--- src/rtl/adc_pkg.sv ---
package adc_pkg;
    localparam int RAW_W   = 10;
    localparam int BYTE_W  = 8;
    localparam int CH_W    = 5;
    localparam int PRS_W   = 4;
    localparam int NPINS   = 8;
    localparam int ADDR_W  = 3;

    localparam logic [ADDR_W-1:0] A_STAT  = 3'd0;
    localparam logic [ADDR_W-1:0] A_RHI   = 3'd1;
    localparam logic [ADDR_W-1:0] A_RLO   = 3'd2;
    localparam logic [ADDR_W-1:0] A_SETUP = 3'd3;
    localparam logic [ADDR_W-1:0] A_PINEN = 3'd4;

    localparam logic [CH_W-1:0] CH_VHI = 5'h1E;
    localparam logic [CH_W-1:0] CH_VLO = 5'h1F;

    typedef enum logic [1:0] {
        ST_IDLE,
        ST_LAUNCH,
        ST_BUSY,
        ST_GAP
    } seq_st_e;
endpackage

--- src/rtl/adc_prescaler.sv ---
module adc_prescaler #(
    parameter int PRS_W = 4
) (
    input  logic             clk,
    input  logic             rst_n,
    input  logic             en,
    input  logic [PRS_W-1:0] prs,
    output logic             tick
);
    localparam int CNT_W = PRS_W + 1;

    logic [CNT_W-1:0] cnt_d, cnt_q;
    logic [CNT_W-1:0] last;

    // (prs+1)*2-1 == 2*prs+1
    assign last = {prs, 1'b1};
    assign tick = en && (cnt_q >= last);

    always_comb begin
        cnt_d = cnt_q;
        if (!en || tick) begin
            cnt_d = '0;
        end else begin
            cnt_d = cnt_q + 1'b1;
        end
    end

    always_ff @(posedge clk) begin
        if (!rst_n) cnt_q <= '0;
        else        cnt_q <= cnt_d;
    end
endmodule

--- src/rtl/adc_formatter.sv ---
module adc_formatter #(
    parameter int RAW_W  = 10,
    parameter int BYTE_W = 8
) (
    input  logic [RAW_W-1:0]  raw,
    input  logic              rjust,
    input  logic              res8,
    input  logic              sgn,
    output logic [BYTE_W-1:0] hi,
    output logic [BYTE_W-1:0] lo
);
    localparam int SPILL = RAW_W - BYTE_W;

    logic [BYTE_W-1:0] top;

    always_comb begin
        top = raw[RAW_W-1 -: BYTE_W];
        if (sgn && !rjust) top[BYTE_W-1] = ~top[BYTE_W-1];
        hi = '0;
        lo = '0;
        if (res8) begin
            hi = top;
        end else if (rjust) begin
            hi[SPILL-1:0] = raw[RAW_W-1 -: SPILL];
            lo            = raw[BYTE_W-1:0];
        end else begin
            hi                    = top;
            lo[BYTE_W-1 -: SPILL] = raw[SPILL-1:0];
        end
    end
endmodule

--- src/rtl/adc_chan_map.sv ---
module adc_chan_map #(
    parameter int CH_W  = 5,
    parameter int NPINS = 8
) (
    input  logic [CH_W-1:0]  chan,
    input  logic [NPINS-1:0] pin_en,
    output logic [CH_W-1:0]  sel,
    output logic             blocked
);
    import adc_pkg::*;
    localparam int PIDX_W = $clog2(NPINS);

    logic is_pin;
    assign is_pin = (chan < CH_W'(NPINS));

    always_comb begin
        if (is_pin || chan == CH_VHI) sel = chan;
        else                          sel = CH_VLO;
        blocked = is_pin && !pin_en[chan[PIDX_W-1:0]];
    end
endmodule

--- src/rtl/adc_ctrl.sv ---
module adc_ctrl
    import adc_pkg::*;
#(
    parameter int P_RAW_W  = RAW_W,
    parameter int P_BYTE_W = BYTE_W,
    parameter int P_CH_W   = CH_W,
    parameter int P_PRS_W  = PRS_W,
    parameter int P_NPINS  = NPINS
) (
    input  logic                clk,
    input  logic                rst_n,
    input  logic                wr_en,
    input  logic                rd_en,
    input  logic [ADDR_W-1:0]   addr,
    input  logic [P_BYTE_W-1:0] wdata,
    output logic [P_BYTE_W-1:0] rdata,
    output logic                irq,
    output logic                conv_tick,
    output logic                conv_start,
    output logic                conv_abort,
    output logic [P_CH_W-1:0]   conv_sel,
    input  logic                conv_done,
    input  logic [P_RAW_W-1:0]  conv_code
);
    typedef struct packed {
        logic                pwr;
        logic                rjust;
        logic                res8;
        logic                sgn;
        logic [P_PRS_W-1:0]  prs;
        logic                flag;
        logic                ie;
        logic                rep;
        logic [P_CH_W-1:0]   chan;
        logic [P_NPINS-1:0]  pin_en;
        logic [P_BYTE_W-1:0] res_hi;
        logic [P_BYTE_W-1:0] res_lo;
        seq_st_e             st;
    } state_t;

    state_t q, d;

    logic [P_BYTE_W-1:0] fmt_hi, fmt_lo;
    logic                blocked;
    logic                wr_seq;
    logic                rd_res;
    logic                pwr_w, flag_w, launch_w;

    adc_prescaler #(.PRS_W(P_PRS_W)) u_presc (
        .clk  (clk),
        .rst_n(rst_n),
        .en   (q.pwr),
        .prs  (q.prs),
        .tick (conv_tick)
    );

    adc_formatter #(.RAW_W(P_RAW_W), .BYTE_W(P_BYTE_W)) u_fmt (
        .raw  (conv_code),
        .rjust(q.rjust),
        .res8 (q.res8),
        .sgn  (q.sgn),
        .hi   (fmt_hi),
        .lo   (fmt_lo)
    );

    adc_chan_map #(.CH_W(P_CH_W), .NPINS(P_NPINS)) u_map (
        .chan   (q.chan),
        .pin_en (q.pin_en),
        .sel    (conv_sel),
        .blocked(blocked)
    );

    assign wr_seq = wr_en && (addr == A_STAT || addr == A_SETUP || addr == A_PINEN);
    assign rd_res = rd_en && (addr == A_RHI || addr == A_RLO);

    assign conv_start = (q.st == ST_LAUNCH) && !blocked && !wr_seq;
    assign conv_abort = (q.st == ST_BUSY) && wr_seq;
    assign irq        = q.flag && q.ie;

    assign pwr_w    = q.pwr;
    assign flag_w   = q.flag;
    assign launch_w = (q.st == ST_LAUNCH);

    always_comb begin
        rdata = '0;
        case (addr)
            A_STAT:  rdata = {q.flag, q.ie, q.rep, q.chan};
            A_RHI:   rdata = q.res_hi;
            A_RLO:   rdata = q.res_lo;
            A_SETUP: rdata = {q.prs, q.pwr, q.rjust, q.res8, q.sgn};
            A_PINEN: rdata = q.pin_en;
            default: rdata = '0;
        endcase
    end

    always_comb begin
        d = q;
        if (rd_res) d.flag = 1'b0;

        case (q.st)
            ST_LAUNCH: begin
                if (blocked) begin
                    d.res_hi = '0;
                    d.res_lo = '0;
                    d.flag   = 1'b1;
                    d.st     = q.rep ? ST_GAP : ST_IDLE;
                end else begin
                    d.st = ST_BUSY;
                end
            end
            ST_BUSY: begin
                if (conv_done) begin
                    d.res_hi = fmt_hi;
                    d.res_lo = fmt_lo;
                    d.flag   = 1'b1;
                    d.st     = q.rep ? ST_GAP : ST_IDLE;
                end
            end
            ST_GAP: begin
                if (conv_tick) d.st = ST_LAUNCH;
            end
            default: d.st = ST_IDLE;
        endcase

        if (wr_en) begin
            case (addr)
                A_STAT: begin
                    d.chan = wdata[P_CH_W-1:0];
                    d.rep  = wdata[5];
                    d.ie   = wdata[6];
                    d.flag = 1'b0;
                    d.st   = q.pwr ? ST_LAUNCH : ST_IDLE;
                end
                A_SETUP: begin
                    d.prs   = wdata[7:4];
                    d.pwr   = wdata[3];
                    d.rjust = wdata[2];
                    d.res8  = wdata[1];
                    d.sgn   = wdata[0];
                    d.st    = wdata[3] ? ST_LAUNCH : ST_IDLE;
                end
                A_PINEN: begin
                    d.pin_en = wdata[P_NPINS-1:0];
                    d.st     = ST_IDLE;
                end
                default: ;
            endcase
        end
    end

    always_ff @(posedge clk) begin
        if (!rst_n) begin
            q <= '0;
        end else begin
            q <= d;
        end
    end
endmodule

--- config.mk ---
export PLATFORM = sky130hd
export DESIGN_NAME = adc_ctrl
export DESIGN_NICKNAME = d
export VERILOG_FILES = /design/src/rtl/adc_pkg.sv /design/src/rtl/adc_prescaler.sv /design/src/rtl/adc_formatter.sv /design/src/rtl/adc_chan_map.sv /design/src/rtl/adc_ctrl.sv
export SDC_FILE = /design/constraint.sdc
export NUM_CORES = 1
export LEC_CHECK = 0
export ABC_AREA = 1
export BUFFER_PORTS_ARGS = -buffer_cell sky130_fd_sc_hd__buf_2
export CAP_MARGIN = 20
export CORE_ASPECT_RATIO = 0.5
export CORE_MARGIN = 3
export CORE_UTILIZATION = 52
export DETAILED_ROUTE_END_ITERATION = 6
export PLACE_DENSITY = 0.75
export SYNTH_ARGS = -nofsm -noshare
export SYNTH_HDL_FRONTEND = slang
export SYNTH_SLANG_ARGS = --single-unit
export TNS_END_PERCENT = 5
--- constraint.sdc ---
create_clock -name clk -period 1.8 [get_ports clk]
set_input_delay 0.09 -clock clk [delete_from_list [all_inputs] [get_ports clk]]
set_output_delay 0.09 -clock clk [all_outputs]
set_load 0.05 [all_outputs]
# After elaboration in Yosys (flattened, before gate mapping)

Index checks and enable logic that the tools add are counted.

Bits in registers: 47
Input bits: 26
Output and inout bits: 17
Word-level logic and storage cells: 85

$add $sub $neg: 1
$lt $le $gt $ge: 3
Equal/unequal tests: 10
Multiplexer cells: 29
Bitwise gates (word level): 2
Reductions and logical operators: 26

Operator list:

| cell                | number |
|---|---|
| $pmux 8 s5          | 1 |
| $mux 16             | 2 |
| $mux 8              | 4 |
| $pmux 16 s2         | 1 |
| $mux 18             | 1 |
| $mux 2              | 6 |
| $mux 6              | 2 |
| $pmux 2 s3          | 2 |
| $logic_and 1x1->1   | 9 |
| $mux 1              | 7 |
| $eq 3x2->1 const B  | 2 |
| $reduce_and 2->1    | 3 |
| $add 5x1->5 const B | 1 |
| $eq 5x5->1 const B  | 1 |
| $ge 5x5->1          | 1 |
| $logic_not 1->1     | 5 |
| $logic_or 1x1->1    | 5 |
| $lt 5x4->1 const B  | 1 |
| $mux 5              | 1 |
| $eq 2x2->1 const B  | 2 |
| $lt 3x4->1 const B  | 1 |
| $ne 2x2->1 const B  | 2 |
| $bmux 1 s3          | 1 |
| $eq 3x1->1 const B  | 1 |
| other kinds (8)     | 9 |

# Longest topological paths before layout

Depth in word-level cells: 9
Gate-level depth with buffers: 11
Depth with buffers taken out: 11

# Modules after synthesis

Synthesis repeated with hierarchy kept, for this count alone.

Cell total of the unflattened synthesis: 421
Area, all modules: 2,747.6 um2

Modules (own cells, without submodules):

| module        | times used | cells an instance | area an instance (um2) | sequential area each (um2) |
|---|---|---|---|---|
| adc_ctrl      | 1          | 317               | 2,135.8                | 840.8 |
| adc_prescaler | 1          | 37                | 321.6                  | 100.1 |
| adc_formatter | 1          | 39                | 167.7                  | 0.0 |
| adc_chan_map  | 1          | 28                | 122.6                  | 0.0 |

# Least setup slack after synthesis

OpenSTA, ideal clock, no wires.

Path type: register to output
From: register q[0] (netlist name)
To: output port conv_abort
Data arrival time: 1.788 ns
Data required time: 1.710 ns
Path slack: -0.078 ns
Stages on the path, launching flop included: 5
Buffers on the path: 0
Cell sequence: dfxtp_1 inv_1 ha_1 inv_1 nor3_1

Longest elaborated chain between the ends: 2

Ends and longest elaborated chain:

| item                   | RTL line        | RTL |
|---|---|---|
| from (decl)            | adc_ctrl.sv:41  | `state_t q, d;` |
| from (signal assigned) | adc_ctrl.sv:153 | `q <= '0;` |
| from (signal assigned) | adc_ctrl.sv:155 | `q <= d;` |
| $eq 2x2->1             | adc_ctrl.sv:77  | `assign conv_abort = (q.st == ST_BUSY) && wr_seq;` |
| $logic_and 1x1->1      | adc_ctrl.sv:77  |  |
| to (decl)              | adc_ctrl.sv:20  | `output logic conv_abort,` |

Every way passes these cells.

# Final worst setup path

From: register q[37] (netlist name)
To: output port conv_tick

Longest elaborated chain between the ends: 2

Ends and longest elaborated chain:

| item              | RTL line            | RTL |
|---|---|---|
| $ge 5x5->1        | adc_prescaler.sv:17 | `assign tick = en && (cnt_q >= last);` |
| $logic_and 1x1->1 | adc_prescaler.sv:17 |  |
| to (decl)         | adc_ctrl.sv:18      | `output logic conv_tick,` |

Every way passes these cells.

==> Implementation_results.wiki <==
{| class="wikitable"
! Metric !! Value
|-
| Run status || finished clean
|-
| Post-layout nets || 450
|-
| Largest net degree at the start of global routing || 25
|-
| Netlist area before placement || 2550 sq um
|-
| Fill cell count || 430
|-
| Via count || 2,615
|-
| Final hold slack || 0.0414 ns
|-
| Final weighted congestion in routability-driven placement || 0.914
|-
| Gr ovfl total || 0
|-
| Standard-cell row count || 17
|-
| Starting utilization of the core area || 56.0%
|-
| Initial antenna violation count || 0
|-
| Req. time, crit path || 1.71 ns
|-
| Total power divided by cell area || 664 nW/um^2
|-
| Post-detailed-route count of antenna-violating nets || 0
|-
| Relative max-transition margin || 66.5%
|-
| Post-synthesis cell type with the largest combined area || sky130_fd_sc_hd__dfxtp_1
|-
| Nets in the synthesized netlist || 407
|-
| P_leak || 1.33 nW
|-
| Most instantiated library cell after synthesis || sky130_fd_sc_hd__nand2_1
|-
| Path category of the worst min-delay check || input port to flop
|-
| Total count of max-transition violations in the final report || 0
|-
| Post-synthesis cell type count || 34
|-
| Clock Skew || 0.00798 ns
|-
| Worst IR drop on VDD || 0.460 mV
|-
| Core region area || 4550 sq um
|-
| Count of buffers inserted at the top-level ports || 42
|-
| Average footprint of a synthesized cell || 6.87 sq um
|-
| Vertical die dimension || 55.5 um
|-
| X dimension of the die || 105 um
|-
| Global-route wire length before repair || 11.6 mm
|-
| Sort of element at the start of the critical path || flop
|-
| Number of setup violations in the final report || 0
|-
| TritonCTS clock tree || yes
|-
| Final clock period utilization by the worst path || 96.5%
|-
| Final hold violation count || 0
|-
| Number of buffers between clock root and the deepest sink || 2
|-
| Diode count || 0
|-
| DRC violations left || 0
|-
| Yosys warning count || 0
|-
| Wire length reported by the detailed router || 7.08 mm
|-
| Cell at the root of the clock tree || sky130_fd_sc_hd__clkbuf_8
|-
| Boundary pin count || 43
|-
| Cell chain of the critical path || inv_1 -> ha_1 -> nand2_1 -> inv_1 -> nand4_1 -> nand3_1 -> nand2_1 -> inv_2 -> buf_8
|-
| Highest-delay cell along the critical path || sky130_fd_sc_hd__dfxtp_2
|-
| DPL Wire Length || 5.59 mm
|-
| Longest individual stage delay on the worst path || 0.35 ns
|-
| Mapped Cells || 371
|-
| Cts-stage hold buffer count || 0
|-
| Fraction of layout cells with a size suffix above 1 || 20.0%
|-
| Footprint of the multi-input gates || 1400 sq um
|-
| Tmin final || 1.74 ns
|-
| Top cells by area, synth || sky130_fd_sc_hd__dfxtp_1 (37%), sky130_fd_sc_hd__nand2_1 (12%), sky130_fd_sc_hd__a21oi_1 (6.9%)
|-
| Area used by sequential logic in the layout || 942 sq um
|-
| DRT iter0 DRCs || 195
|-
| Max-cap violations || 0
|-
| Sum of internal, switching and leakage power || 0.00195 W
|-
| TritonCTS Buffers || 5
|-
| Die Footprint || 5830 sq um
|-
| Worst-path clk slew || 0.09 ns
|-
| Top cells by count, synth || sky130_fd_sc_hd__nand2_1 (84), sky130_fd_sc_hd__dfxtp_1 (47), sky130_fd_sc_hd__inv_1 (41)
|-
| Sink Count || 47
|-
| Dominant register cell in the synthesized netlist || sky130_fd_sc_hd__dfxtp_1
|-
| Global-route usage over all layers || 25.0%
|-
| Fraction of the yosys area taken by sequential cells || 36.9%
|-
| Synthesis-to-finish area growth || 15.3%
|-
| CTS HTree Levels || 2
|-
| FF+latch count, synth || 47
|-
| Kind of end point of the critical path || output pin
|-
| Number of global-route vias before repair || 2,318
|-
| Ys async rst share || 0%
|-
| Detailed-route vias per instance || 5.44
|-
| Maximum net fanout on the critical path || 2
|-
| Maximum frequency from static timing analysis || 575 MHz
|-
| Clock insertion delay at the later pin of the skew report || 0.30 ns
|-
| Average detailed-routed wire length per instance || 14.7 um
|-
| Setup repair after global routing missed its margin || yes
|-
| Worst-margin pin slew || 0.501 ns
|-
| Post-layout util || 64.5%
|-
| Number of flops mapped to enable cells by yosys || 0
|-
| Area share of the leading cell type in the synthesized netlist || 36.9%
|-
| Data arrival time at the worst-slack endpoint || 1.65 ns
|-
| Kind of critical path || flop to output pin
|-
| First-pass iteration count of the detailed router || 5
|}
[flip-flops by register name, summed over array words and instances (netlist names)]
register       cells
flag_w             1
u_presc.cnt_q      5
q                 40
pwr_w              1
[power by group]
part           total [W]  switching (W)  internal, W
clock network   0.000622       0.000350     0.000272
logic           0.000250       0.000179    0.0000713
registers        0.00108      0.0000172      0.00106
total            0.00195       0.000547      0.00140
[what timing repair did]
item,CTS,global route
gates resized for setup,3,7
buffers inserted,0,2
gates cloned,0,0
pin swaps,0,2
endpoints found under the setup margin,1,9
[kinds of logic (layout without fill, tap and decap cells)]
group,count (synthesis),count (layout),share of synthesized area [%]
AND/OR/NAND/NOR,172,172,30.0
AO/OA/AOI/OAI,82,82,18.0
buffers and inverters,57,101,9.13
flip-flops,47,47,36.9
adder cells (fa/ha/maj),10,10,4.91
XOR/XNOR,3,3,1.03
[area by class of cell]
type | instances | share of cell area (%)
inverters | 47 | 6.09
clock buffers | 6 | 2.47
well taps | 66 | 2.81
clock inverters | 2 | 0.426
multi-input cells | 267 | 47.5
repair buffers | 46 | 8.60
flip-flops and latches | 47 | 32.1
[path summary, 6_finish.rpt]
kind	startpoint	to	slack (ns)	cells past startpoint
worst max-delay path	q[37]	conv_tick	0.06	9
worst min-delay path	conv_code[2]	q[4]	0.04	3
worst max register to register	q[0]	q[12]	0.17	9
worst min register to register	u_presc.cnt_q[0]	u_presc.cnt_q[0]	0.47	1
[worst max-delay path, delay by kind of cell, from the launching register on]
kind,cells,cell delay (ns)
fa+ha+maj,1,0.29
buf+inv,4,0.39
flops,1,0.35
simple gates,4,0.32
[stage by stage]
| step | setup TNS, ns | cells | setup WS (ns) | area, sq um |
|---|---|---|---|---|
| floorplan | -0.0441 | 371 | -0.0441 | 2550 |
| global placement | 0 | 471 | 0.198 | 2810 |
| detailed placement | 0 | 471 | 0.0850 | 2810 |
| CTS | 0 | 479 | 0.00352 | 2900 |
| global route | -0.0284 | 481 | -0.0284 | 2940 |
| finish | 0 | 481 | 0.0622 | 2940 |
[placed cells by master (no fill, tap or decap), types with 4 or more instances in the layout]
cell type / netlist / routed
sky130_fd_sc_hd__buf_2: 4 / 40
sky130_fd_sc_hd__nor2_1: 40 / 40
sky130_fd_sc_hd__clkbuf_8: 0 / 5
sky130_fd_sc_hd__ha_1: 10 / 10
sky130_fd_sc_hd__a22oi_1: 5 / 5
sky130_fd_sc_hd__dfxtp_1: 47 / 46
sky130_fd_sc_hd__inv_1: 41 / 40
sky130_fd_sc_hd__inv_2: 5 / 6
sky130_fd_sc_hd__o21ai_0: 31 / 30
sky130_fd_sc_hd__a21oi_1: 35 / 35
sky130_fd_sc_hd__nor2_2: 11 / 11
sky130_fd_sc_hd__buf_4: 1 / 4
sky130_fd_sc_hd__nand2_1: 84 / 83
sky130_fd_sc_hd__nand3_1: 24 / 24
[routing by layer]
| layer | share of wire (%) | track usage (%) |
|---|---|---|
| met1 | 48 | 38.1 |
| met2 | 40 | 35.1 |
| met3 | 10 | 6.30 |
| met4 | 1.1 | 5.23 |
| met5 | 0 | 0 |
No activity file was read; power rests on OpenSTA's default activity.
